===== src/rtl/pcm_pkg.sv =====
package pcm_pkg;

    localparam int SLOTS_FAST = 256;
    localparam int SLOTS_SLOW = 16;
    localparam int SLOT_W     = $clog2(SLOTS_FAST);
    localparam int SAMPLE_W   = 16;
    localparam int NARROW_W   = 8;
    localparam int BIT_IDX_W  = $clog2(SAMPLE_W);

    typedef logic [SLOT_W-1:0]    slot_t;
    typedef logic [SAMPLE_W-1:0]  sample_t;
    typedef logic [BIT_IDX_W:0]   width_t;

    // Per-cycle timing strobes shared by the slot timer and the data lane
    typedef struct packed {
        logic  rise;         // bit clock rises at this edge
        logic  fall;         // bit clock falls at this edge
        logic  frame_start;  // the rise at this edge opens slot 0
        slot_t slot;         // slot currently in progress
        slot_t slot_nxt;     // slot that the coming rise opens
    } pcm_tick_t;

    function automatic slot_t last_slot(input logic master, input logic fast);
        return (!master || fast) ? slot_t'(SLOTS_FAST - 1) : slot_t'(SLOTS_SLOW - 1);
    endfunction

    function automatic width_t lane_width(input logic wide);
        return wide ? width_t'(SAMPLE_W) : width_t'(NARROW_W);
    endfunction

endpackage


===== src/rtl/pcm_bitclk_gen.sv =====
module pcm_bitclk_gen #(
    parameter int DIV_FAST = 4,
    parameter int DIV_SLOW = 64
) (
    input  logic clk,
    input  logic rst,
    input  logic en,
    input  logic fast,
    output logic bclk,
    output logic rise,
    output logic fall
);
    localparam int DMAX = (DIV_SLOW > DIV_FAST) ? DIV_SLOW : DIV_FAST;
    localparam int CW   = $clog2(DMAX + 1);

    logic [CW-1:0] cnt;
    logic [CW-1:0] lim;
    logic          wrap;

    assign lim  = fast ? CW'(DIV_FAST - 1) : CW'(DIV_SLOW - 1);
    assign wrap = en && (cnt >= lim);
    assign rise = wrap && !bclk;
    assign fall = wrap && bclk;

    always_ff @(posedge clk) begin
        if (rst || !en) begin
            cnt  <= '0;
            bclk <= 1'b0;
        end else if (wrap) begin
            cnt  <= '0;
            bclk <= !bclk;
        end else begin
            cnt  <= cnt + CW'(1);
        end
    end
endmodule


===== src/rtl/pcm_ext_sync.sv =====
module pcm_ext_sync #(
    parameter int STAGES = 2
) (
    input  logic clk,
    input  logic rst,
    input  logic ext_clk,
    input  logic ext_sync,
    input  logic ext_din,
    output logic sync_s,
    output logic din_s,
    output logic rise,
    output logic fall
);
    logic [STAGES-1:0] clk_pipe;
    logic [STAGES-1:0] sync_pipe;
    logic [STAGES-1:0] din_pipe;
    logic              clk_d;
    logic              clk_s;

    always_ff @(posedge clk) begin
        if (rst) begin
            clk_pipe  <= '0;
            sync_pipe <= '0;
            din_pipe  <= '0;
            clk_d     <= 1'b0;
        end else begin
            clk_pipe  <= {clk_pipe[STAGES-2:0],  ext_clk};
            sync_pipe <= {sync_pipe[STAGES-2:0], ext_sync};
            din_pipe  <= {din_pipe[STAGES-2:0],  ext_din};
            clk_d     <= clk_s;
        end
    end

    assign clk_s  = clk_pipe[STAGES-1];
    assign sync_s = sync_pipe[STAGES-1];
    assign din_s  = din_pipe[STAGES-1];
    assign rise   = clk_s && !clk_d;
    assign fall   = !clk_s && clk_d;
endmodule


===== src/rtl/pcm_slot_timer.sv =====
module pcm_slot_timer
    import pcm_pkg::*;
(
    input  logic      clk,
    input  logic      rst,
    input  logic      master,
    input  logic      fast,
    input  logic      m_rise,
    input  logic      m_fall,
    input  logic      s_rise,
    input  logic      s_fall,
    input  logic      s_sync,
    output pcm_tick_t tick,
    output logic      sync_o
);
    slot_t slot;
    slot_t slot_nxt;
    slot_t last;
    logic  rise;
    logic  sync_prev;
    logic  realign;

    assign rise     = master ? m_rise : s_rise;
    assign last     = last_slot(master, fast);
    assign realign  = !master && s_sync && !sync_prev;
    assign slot_nxt = (realign || slot >= last) ? '0 : slot + slot_t'(1);

    always_ff @(posedge clk) begin
        if (rst) begin
            slot      <= '1;
            sync_prev <= 1'b0;
            sync_o    <= 1'b0;
        end else if (rise) begin
            slot      <= slot_nxt;
            sync_prev <= s_sync;
            sync_o    <= master && (slot_nxt <= (last >> 1));
        end
    end

    always_comb begin
        tick.rise        = rise;
        tick.fall        = master ? m_fall : s_fall;
        tick.frame_start = rise && (slot_nxt == '0);
        tick.slot        = slot;
        tick.slot_nxt    = slot_nxt;
    end
endmodule


===== src/rtl/pcm_lane.sv =====
module pcm_lane
    import pcm_pkg::*;
(
    input  logic      clk,
    input  logic      rst,
    input  logic      wide,
    input  pcm_tick_t tick,
    input  logic      din,
    input  sample_t   tx_data,
    input  logic      tx_valid,
    output logic      tx_ready,
    output logic      dout,
    output sample_t   rx_data,
    output logic      rx_valid,
    input  logic      rx_ready,
    output logic      rx_overrun
);
    width_t                 w;
    slot_t                  w_slot;
    logic                   lane_nxt;
    logic [BIT_IDX_W-1:0]   tx_idx;
    sample_t                tx_hold;
    sample_t                tx_cur;
    sample_t                tx_src;
    logic                   tx_fresh;
    logic                   accept;
    logic [SAMPLE_W-2:0]    rx_sh;
    sample_t                rx_word;
    sample_t                rx_out;
    logic                   rx_in_lane;
    logic                   rx_done;

    assign w        = lane_width(wide);
    assign w_slot   = slot_t'(w);
    assign lane_nxt = tick.slot_nxt < w_slot;
    assign tx_idx   = BIT_IDX_W'(w - width_t'(1)) - tick.slot_nxt[BIT_IDX_W-1:0];
    assign tx_src   = tick.frame_start ? tx_hold : tx_cur;

    assign tx_ready = !tx_fresh;
    assign accept   = tx_valid && !tx_fresh;

    // transmit: hold register, frame copy, bit launch on rise
    always_ff @(posedge clk) begin
        if (rst) begin
            tx_hold  <= '0;
            tx_cur   <= '0;
            tx_fresh <= 1'b0;
            dout     <= 1'b0;
        end else begin
            if (accept)
                tx_hold <= tx_data;
            if (accept)
                tx_fresh <= 1'b1;
            else if (tick.frame_start)
                tx_fresh <= 1'b0;
            if (tick.frame_start)
                tx_cur <= tx_hold;
            if (tick.rise)
                dout <= lane_nxt ? tx_src[tx_idx] : 1'b0;
        end
    end

    assign rx_in_lane = tick.fall && (tick.slot < w_slot);
    assign rx_done    = rx_in_lane && (tick.slot == w_slot - slot_t'(1));
    assign rx_word    = {rx_sh, din};
    assign rx_out     = wide ? rx_word : (rx_word & sample_t'({NARROW_W{1'b1}}));

    // receive: shift on fall, present once per frame
    always_ff @(posedge clk) begin
        if (rst) begin
            rx_sh      <= '0;
            rx_data    <= '0;
            rx_valid   <= 1'b0;
            rx_overrun <= 1'b0;
        end else begin
            if (rx_in_lane)
                rx_sh <= rx_word[SAMPLE_W-2:0];
            if (rx_done) begin
                rx_data  <= rx_out;
                rx_valid <= 1'b1;
                if (rx_valid && !rx_ready)
                    rx_overrun <= 1'b1;
            end else if (rx_valid && rx_ready) begin
                rx_valid <= 1'b0;
            end
        end
    end
endmodule


===== src/rtl/pcm_framer.sv =====
module pcm_framer
    import pcm_pkg::*;
#(
    parameter int DIV_FAST    = 4,
    parameter int DIV_SLOW    = 64,
    parameter int SYNC_STAGES = 2
) (
    input  logic                clk,
    input  logic                rst,
    input  logic                cfg_master,
    input  logic                cfg_fast,
    input  logic                cfg_wide,
    input  logic                pcm_clk_i,
    input  logic                pcm_sync_i,
    input  logic                pcm_din,
    output logic                pcm_clk_o,
    output logic                pcm_sync_o,
    output logic                pcm_dout,
    input  logic [SAMPLE_W-1:0] tx_data,
    input  logic                tx_valid,
    output logic                tx_ready,
    output logic [SAMPLE_W-1:0] rx_data,
    output logic                rx_valid,
    input  logic                rx_ready,
    output logic                rx_overrun
);
    logic      m_rise, m_fall;
    logic      s_rise, s_fall, s_sync, s_din;
    pcm_tick_t tick;

    pcm_bitclk_gen #(
        .DIV_FAST (DIV_FAST),
        .DIV_SLOW (DIV_SLOW)
    ) u_gen (
        .clk  (clk),
        .rst  (rst),
        .en   (cfg_master),
        .fast (cfg_fast),
        .bclk (pcm_clk_o),
        .rise (m_rise),
        .fall (m_fall)
    );

    pcm_ext_sync #(
        .STAGES (SYNC_STAGES)
    ) u_sync (
        .clk      (clk),
        .rst      (rst),
        .ext_clk  (pcm_clk_i),
        .ext_sync (pcm_sync_i),
        .ext_din  (pcm_din),
        .sync_s   (s_sync),
        .din_s    (s_din),
        .rise     (s_rise),
        .fall     (s_fall)
    );

    pcm_slot_timer u_timer (
        .clk    (clk),
        .rst    (rst),
        .master (cfg_master),
        .fast   (cfg_fast),
        .m_rise (m_rise),
        .m_fall (m_fall),
        .s_rise (s_rise),
        .s_fall (s_fall),
        .s_sync (s_sync),
        .tick   (tick),
        .sync_o (pcm_sync_o)
    );

    pcm_lane u_lane (
        .clk        (clk),
        .rst        (rst),
        .wide       (cfg_wide),
        .tick       (tick),
        .din        (s_din),
        .tx_data    (tx_data),
        .tx_valid   (tx_valid),
        .tx_ready   (tx_ready),
        .dout       (pcm_dout),
        .rx_data    (rx_data),
        .rx_valid   (rx_valid),
        .rx_ready   (rx_ready),
        .rx_overrun (rx_overrun)
    );
endmodule


===== config.mk =====
export PLATFORM = sky130hd
export DESIGN_NAME = pcm_framer
export DESIGN_NICKNAME = d
export VERILOG_FILES = /design/src/rtl/pcm_pkg.sv /design/src/rtl/pcm_bitclk_gen.sv /design/src/rtl/pcm_ext_sync.sv /design/src/rtl/pcm_slot_timer.sv /design/src/rtl/pcm_lane.sv /design/src/rtl/pcm_framer.sv
export SDC_FILE = /design/constraint.sdc
export NUM_CORES = 1
export LEC_CHECK = 0
export CAP_MARGIN = 10
export CORE_UTILIZATION = 47
export DETAILED_ROUTE_END_ITERATION = 7
export PLACE_DENSITY = 0.69
export SLEW_MARGIN = 40
export SYNTH_ARGS = -nofsm -noshare
export SYNTH_HDL_FRONTEND = slang
export SYNTH_SLANG_ARGS = --single-unit

===== constraint.sdc =====
create_clock -name clk -period 6.4 [get_ports clk]
set_clock_uncertainty 0.05 [all_clocks]
set_input_delay 0.96 -clock clk [delete_from_list [all_inputs] [get_ports clk]]
set_output_delay 0.96 -clock clk [all_outputs]
set_load 0.05 [all_outputs]

After elaboration in Yosys (flattened, before gate mapping) --
Index checks and enable logic that the tools add are counted. W data, S select, Z words.
Storage, ports and cells: word-level logic and storage cells 73, output and inout port bits 22, register bits 92, input port bits 26
Operators by class: multiplexer cells 15, reductions and logical operators 29, add/sub/neg operators 5, $lt $le $gt $ge 6, eq/ne operators 1
Operators by type and width (count):
- $mux W16 | 2
- $lt A8 B5 Y1 | 2
- $mux W8 | 2
- $logic_and A1 B1 Y1 | 14
- $add A8 B1 Y8 const B | 1
- $eq A8 B8 Y1 | 1
- $ge A8 B8 Y1 | 1
- $le A8 B7 Y1 | 1
- $logic_not A8 Y1 | 1
- $mux W1 | 8
- $add A7 B1 Y7 const B | 1
- $ge A7 B7 Y1 | 1
- $logic_not A1 Y1 | 7
- $mux W6 | 1
- $sub A5 B1 Y6 const B | 1
- $lt A4 B5 Y1 const B | 1
- $mux W5 | 1
- $bmux W1 S4 | 1
- $reduce_bool A2 Y1 | 2
- $sub A4 B1 Y4 const B | 1
- $sub A4 B4 Y4 | 1
- $logic_or A1 B1 Y1 | 3
- $reduce_and A2 Y1 | 1
- $reduce_or A2 Y1 | 1

Longest topological paths before layout --
depth after elaboration 12, gate-level depth with buffers 13, mapped depth without buffers 12

By module --
From an unflattened synthesis, not the netlist that was laid out.
Second synthesis, totals: cell total of the unflattened synthesis 481, area, all modules 4277.9 µm²
By module, submodules not included:
- pcm_lane | seq. area each 1341.3 µm², cells each 316, instances 1, area each 2766.4 µm²
- pcm_slot_timer | seq. area each 200.2 µm², cells each 103, instances 1, area each 867.1 µm²
- pcm_bitclk_gen | seq. area each 160.2 µm², cells each 46, instances 1, area each 447.9 µm²
- pcm_ext_sync | seq. area each 140.1 µm², cells each 16, instances 1, area each 196.4 µm²

Worst setup path after synthesis --
No wires, ideal clock.
kind input-to-reg, start point in cfg_fast, end point reg u_lane.rx_data[7], stages 11, setup time 0.132 ns, path slack 3.099 ns, arrival time 3.119 ns, required time 6.218 ns, cell sequence ha_1 nand4b_1 o32a_1 and2_1 o21ai_1 nand3_2 or4_1 buf_2 buf_2 nand2_1 a21oi_1
Between the ends: cells in the longest elaborated chain, start to end 7
Ends and longest elaborated chain:
- start, declared | RTL line pcm_framer.sv:11 | input logic cfg_fast,
- $mux W6 | RTL line pcm_bitclk_gen.sv:20 | assign lim = fast ? CW'(DIV_FAST - 1) : CW'(DIV_SLOW - 1);
- $ge A7 B7 Y1 | RTL line pcm_bitclk_gen.sv:21 | assign wrap = en && (cnt >= lim);
- $logic_and A1 B1 Y1 | RTL line pcm_bitclk_gen.sv:21
- $logic_and A1 B1 Y1 | RTL line pcm_bitclk_gen.sv:23 | assign fall = wrap && bclk;
- $mux W1 | RTL line pcm_slot_timer.sv:42 | tick.fall = master ? m_fall : s_fall;
- $logic_and A1 B1 Y1 | RTL line pcm_lane.sv:63 | assign rx_in_lane = tick.fall && (tick.slot < w_slot);
- $logic_and A1 B1 Y1 | RTL line pcm_lane.sv:64 | assign rx_done = rx_in_lane && (tick.slot == w_slot - slot_t'(1));
- end signal, assigned | RTL line pcm_lane.sv:79 | rx_data <= rx_out;
- end, declared | RTL line pcm_lane.sv:13 | output sample_t rx_data,
No other way between the ends. A chain may end at the register's enable or synchronous reset.

Final worst setup path --
start point in cfg_fast, end point reg u_lane.rx_overrun
Between the ends: cells in the longest elaborated chain, start to end 8
Ends and longest elaborated chain:
- $mux W6 | RTL line pcm_bitclk_gen.sv:20
- $ge A7 B7 Y1 | RTL line pcm_bitclk_gen.sv:21
- $logic_and A1 B1 Y1 | RTL line pcm_bitclk_gen.sv:21
- $logic_and A1 B1 Y1 | RTL line pcm_bitclk_gen.sv:23
- $mux W1 | RTL line pcm_slot_timer.sv:42
- $logic_and A1 B1 Y1 | RTL line pcm_lane.sv:63
- $logic_and A1 B1 Y1 | RTL line pcm_lane.sv:64
- $reduce_and A2 Y1 (no source line)
- end signal, assigned | RTL line pcm_lane.sv:74 | rx_overrun <= 1'b0;
- end signal, assigned | RTL line pcm_lane.sv:82 | rx_overrun <= 1'b1;
- end, declared | RTL line pcm_lane.sv:16 | output logic rx_overrun
No other way between the ends.

==> reports/metrics.cfg <==
[status]
run_status = complete, no violations

[floorplanning]
initial_utilization_pct = 49.6
ios = 48
die_width_um = 96.0
floorplan.die_area_sq_um = 9220
placement_rows = 33
core_sq_um = 8380
die_h_um = 96.0

[route]
via_count = 3391
drt-vias-per-instance = 5.41
wl_um = 8340
drc = 0
route.detailed.wl_per_inst_um = 13.3
postRouteAntennaNets = 0
detail_route.first_pass.iterations = 4
detailedRoute.firstIterationViolations = 181

[placed_design]
port_buffers = 47
place_congestion = 0.830
dp_hpwl_um = 5840

[timing]
rsz0062_at_grt = no
finalSetupTns_ns = 0
report.final.hold_viol_count = 0
max_slew.worst_pin.slew_ns = 0.685
timing.hold.ws_ns = 0.395
finalCriticalPeriod_ns = 4.24
max_freq_ghz = 0.236
maxSlewViolCount = 0
setup_viol = 0
period_share_pct = 66.2
worst_slew_slack_as_a_fraction_of_its_limit_pct = 54.3

[synthesis]
synth.lib_cells_used.distinct = 66
netlist_instances = 482
number_of_storage_elements_in_the_synthesis_netlist = 92
synth.avg_cell_area_sq_um = 8.62
synthesis.yosys.warnings = 0
synth-seq-area-share_pct = 44.3
synth_nets = 522
dominantRegCellSynth = sky130_fd_sc_hd__dfxtp_1
synth.largest_area_cell = sky130_fd_sc_hd__dfxtp_1
synth_edf_count = 0
mapped_cell_area_sq_um = 4160
yosys-top-cells-area = sky130_fd_sc_hd__dfxtp_1 (44%), sky130_fd_sc_hd__nand2_1 (7.7%), sky130_fd_sc_hd__a21oi_1 (6.3%)
async_flop_share_pct = 0
synthDominantCellAreaShare_pct = 44.3

[cells_and_area]
multi_input_comb_area_sq_um = 2140
final_nets = 557
synthToLayoutAreaGrowth_pct = 17.0
fill_cell_instance_count_of_the_final_layout = 740
n_antenna_cell = 0
seqCellArea_sq_um = 1840
final_layout_size_suffix_gt1_share_pct = 8.24

[critical_path]
cp_max_delay_cell = sky130_fd_sc_hd__or4_1
category_of_the_most_critical_setup_path = input pin to register
crit_buf_inv = 1
cpPeakStageDelay_ns = 0.89
cp_data_required_time_ns = 6.64
critical_path.top_delay_family = simple AND/OR/NAND/NOR gates
crit_path_end_kind = register
critical_path_peak_fanout = 18
critPathLaunchType = input pin
cp_data_arrival_time_ns = 4.48
crit_path_cell_trace = clkdlybuf4s50_1, ha_1, nand4b_1, o32a_1, and2_1, o21ai_1, nand3_2, or4_1, o21ba_2, nor2_1

[pwr]
peakVddDrop_v = 0.000161
pwr_density_cell_nw_per_um2 = 233
power_leakage_uw = 0.00188

[global_route]
grt_util_all_layers_pct = 19.7
grt_pass1_vias = 3220
initial_antenna_violation_count = 0
gr-total-overflow = 0
grt_start_max_net_pins = 88
grt_first_pass_wirelength_um = 14200

[cts]
worst_skew_pair.late_latency_ns = 0.37
cts.path.max_buffers = 2
cts_tree = done
cts-htree-levels = 3
postCtsSetupBuffers = 0
tritoncts_num_sinks = 92
ctsResizeCount = 0
cts.reportedPaths.clkPinSlew_ns = 0.09
cts_buffers = 9
clockRootBuffer = sky130_fd_sc_hd__clkbuf_8
cts_hold_repair.buffers = 0

[worst_hold_path]
holdCritPathClass = register to register

[job]
maxCapViolations = 0

layout make-up:
| class | count | share of cell area [%] |
|---|---|---|
| clock buffers | 10 | 2.83 |
| clock inverters | 6 | 1.62 |
| inverters | 11 | 0.849 |
| multi-input cells | 353 | 44.0 |
| flip-flops and latches | 92 | 37.9 |
| well taps | 105 | 2.70 |
| repair buffers | 50 | 10.1 |
layer usage:
metal | global-route usage (%) | vias to the layer above | wire, um
li1 | - | 1742 | -
met5 | 0 | - | 0
met1 | 23.3 | 1574 | 3850
met4 | 7.46 | 0 | 108
met3 | 4.34 | 9 | 312
met2 | 34.6 | 66 | 4070
cells by family (layout without fill, tap and decap cells):
| group | count (synthesis) | in the layout | share of synthesized area (%) |
|---|---|---|---|
| compound gates | 102 | 102 | 16.1 |
| xor+xnor | 12 | 12 | 2.53 |
| fa+ha+maj | 14 | 14 | 4.21 |
| buf+inv | 37 | 77 | 4.21 |
| flops | 92 | 92 | 44.3 |
| mux | 22 | 22 | 5.33 |
| simple gates | 203 | 203 | 23.3 |
placed cells by master, fill, tap and decap left out, drive strengths merged, types with 3 or more instances in the layout:
master	netlist	layout
ha	14	14
inv	11	15
buf	13	4
nor2	50	50
nor2b	10	10
xnor2	5	5
a311oi	5	5
nand2b	3	3
a211o	8	8
clkbuf	13	10
nand3	21	21
o21ai	11	11
a211oi	4	4
or4	3	3
xor2	7	7
nor3	6	6
nand2	86	86
nand4	4	4
mux2i	21	21
a21oi	52	52
or2	3	3
clkdlybuf4s50	0	46
and3	4	4
dfxtp	92	92
per-stage QoR:
stage	util [%]	instances	area, sq um	total power (uW)	setup slack (ns)
2_1_floorplan	-	482	4160	691	3.10
3_3_place_gp	55.3	610	4630	723	1.91
3_5_place_dp	55.3	610	4640	726	1.79
4_1_cts	57.9	626	4850	1150	2.17
5_1_grt	58.0	627	4860	1190	1.93
6_report	58.0	627	4860	1130	2.16
where the power goes:
part	internal, uW	total, uW	switching [uW]
registers	585	596	10.6
clock network	200	420	220
logic	49.1	117	68.3
total	834	1130	299
sequential cells by signal, summed over array words and instances, names as in the netlist:
signal	count
u_lane.rx_data	16
u_lane.tx_cur	16
u_lane.tx_hold	16
u_lane.rx_sh	15
u_timer.slot	8
u_gen.cnt	7
u_sync.clk_pipe	2
u_sync.din_pipe	2
u_sync.sync_pipe	2
u_gen.bclk	1
u_lane.dout	1
u_lane.rx_overrun	1
u_lane.rx_valid	1
u_lane.tx_fresh	1
u_sync.clk_d	1
u_timer.sync_o	1
u_timer.sync_prev	1
synth_stat cells (2+ instances only):
master and n:
sky130_fd_sc_hd__nand3_1 20, sky130_fd_sc_hd__nand2_1 85, sky130_fd_sc_hd__a211oi_1 4, sky130_fd_sc_hd__o32a_1 2, sky130_fd_sc_hd__dfxtp_1 92, sky130_fd_sc_hd__xnor2_1 5
sky130_fd_sc_hd__nand2b_1 3, sky130_fd_sc_hd__inv_1 11, sky130_fd_sc_hd__xor2_1 7, sky130_fd_sc_hd__and2_1 2, sky130_fd_sc_hd__buf_6 3, sky130_fd_sc_hd__mux2i_1 21
sky130_fd_sc_hd__a311oi_1 4, sky130_fd_sc_hd__clkbuf_1 12, sky130_fd_sc_hd__o21ai_0 10, sky130_fd_sc_hd__or4_1 2, sky130_fd_sc_hd__a21oi_1 52, sky130_fd_sc_hd__buf_2 4
sky130_fd_sc_hd__or2_2 3, sky130_fd_sc_hd__and3_1 4, sky130_fd_sc_hd__buf_4 2, sky130_fd_sc_hd__o21bai_1 2, sky130_fd_sc_hd__nor3b_1 2, sky130_fd_sc_hd__a211o_1 6
sky130_fd_sc_hd__nand4_1 4, sky130_fd_sc_hd__nor3_1 6, sky130_fd_sc_hd__nor2_2 2, sky130_fd_sc_hd__a21boi_0 2, sky130_fd_sc_hd__nor2b_1 10, sky130_fd_sc_hd__buf_1 4
sky130_fd_sc_hd__ha_1 14, sky130_fd_sc_hd__nor2_1 47, sky130_fd_sc_hd__nand3b_1 2
final timing paths:
kind / cells after the start / start / slack (ns) / to
min: 1 / u_sync.clk_pipe[0] / 0.39 / u_sync.clk_pipe[1]
min reg2reg: 1 / u_sync.clk_pipe[0] / 0.39 / u_sync.clk_pipe[1]
max reg2reg: 9 / u_gen.cnt[3] / 2.97 / u_lane.rx_overrun
max: 10 / cfg_fast / 2.16 / u_lane.rx_overrun
worst register-to-register path, cell delays in order, from the launching register on:
cell,delay (ns)
sky130_fd_sc_hd__dfxtp_1,0.36
sky130_fd_sc_hd__ha_1,0.29
sky130_fd_sc_hd__nand4b_1,0.10
sky130_fd_sc_hd__o32a_1,0.38
sky130_fd_sc_hd__and2_1,0.20
sky130_fd_sc_hd__o21ai_1,0.19
sky130_fd_sc_hd__nand3_2,0.47
sky130_fd_sc_hd__or4_1,0.90
sky130_fd_sc_hd__o21ba_2,0.32
sky130_fd_sc_hd__nor2_1,0.08
(Power assumes the default switching activity.)
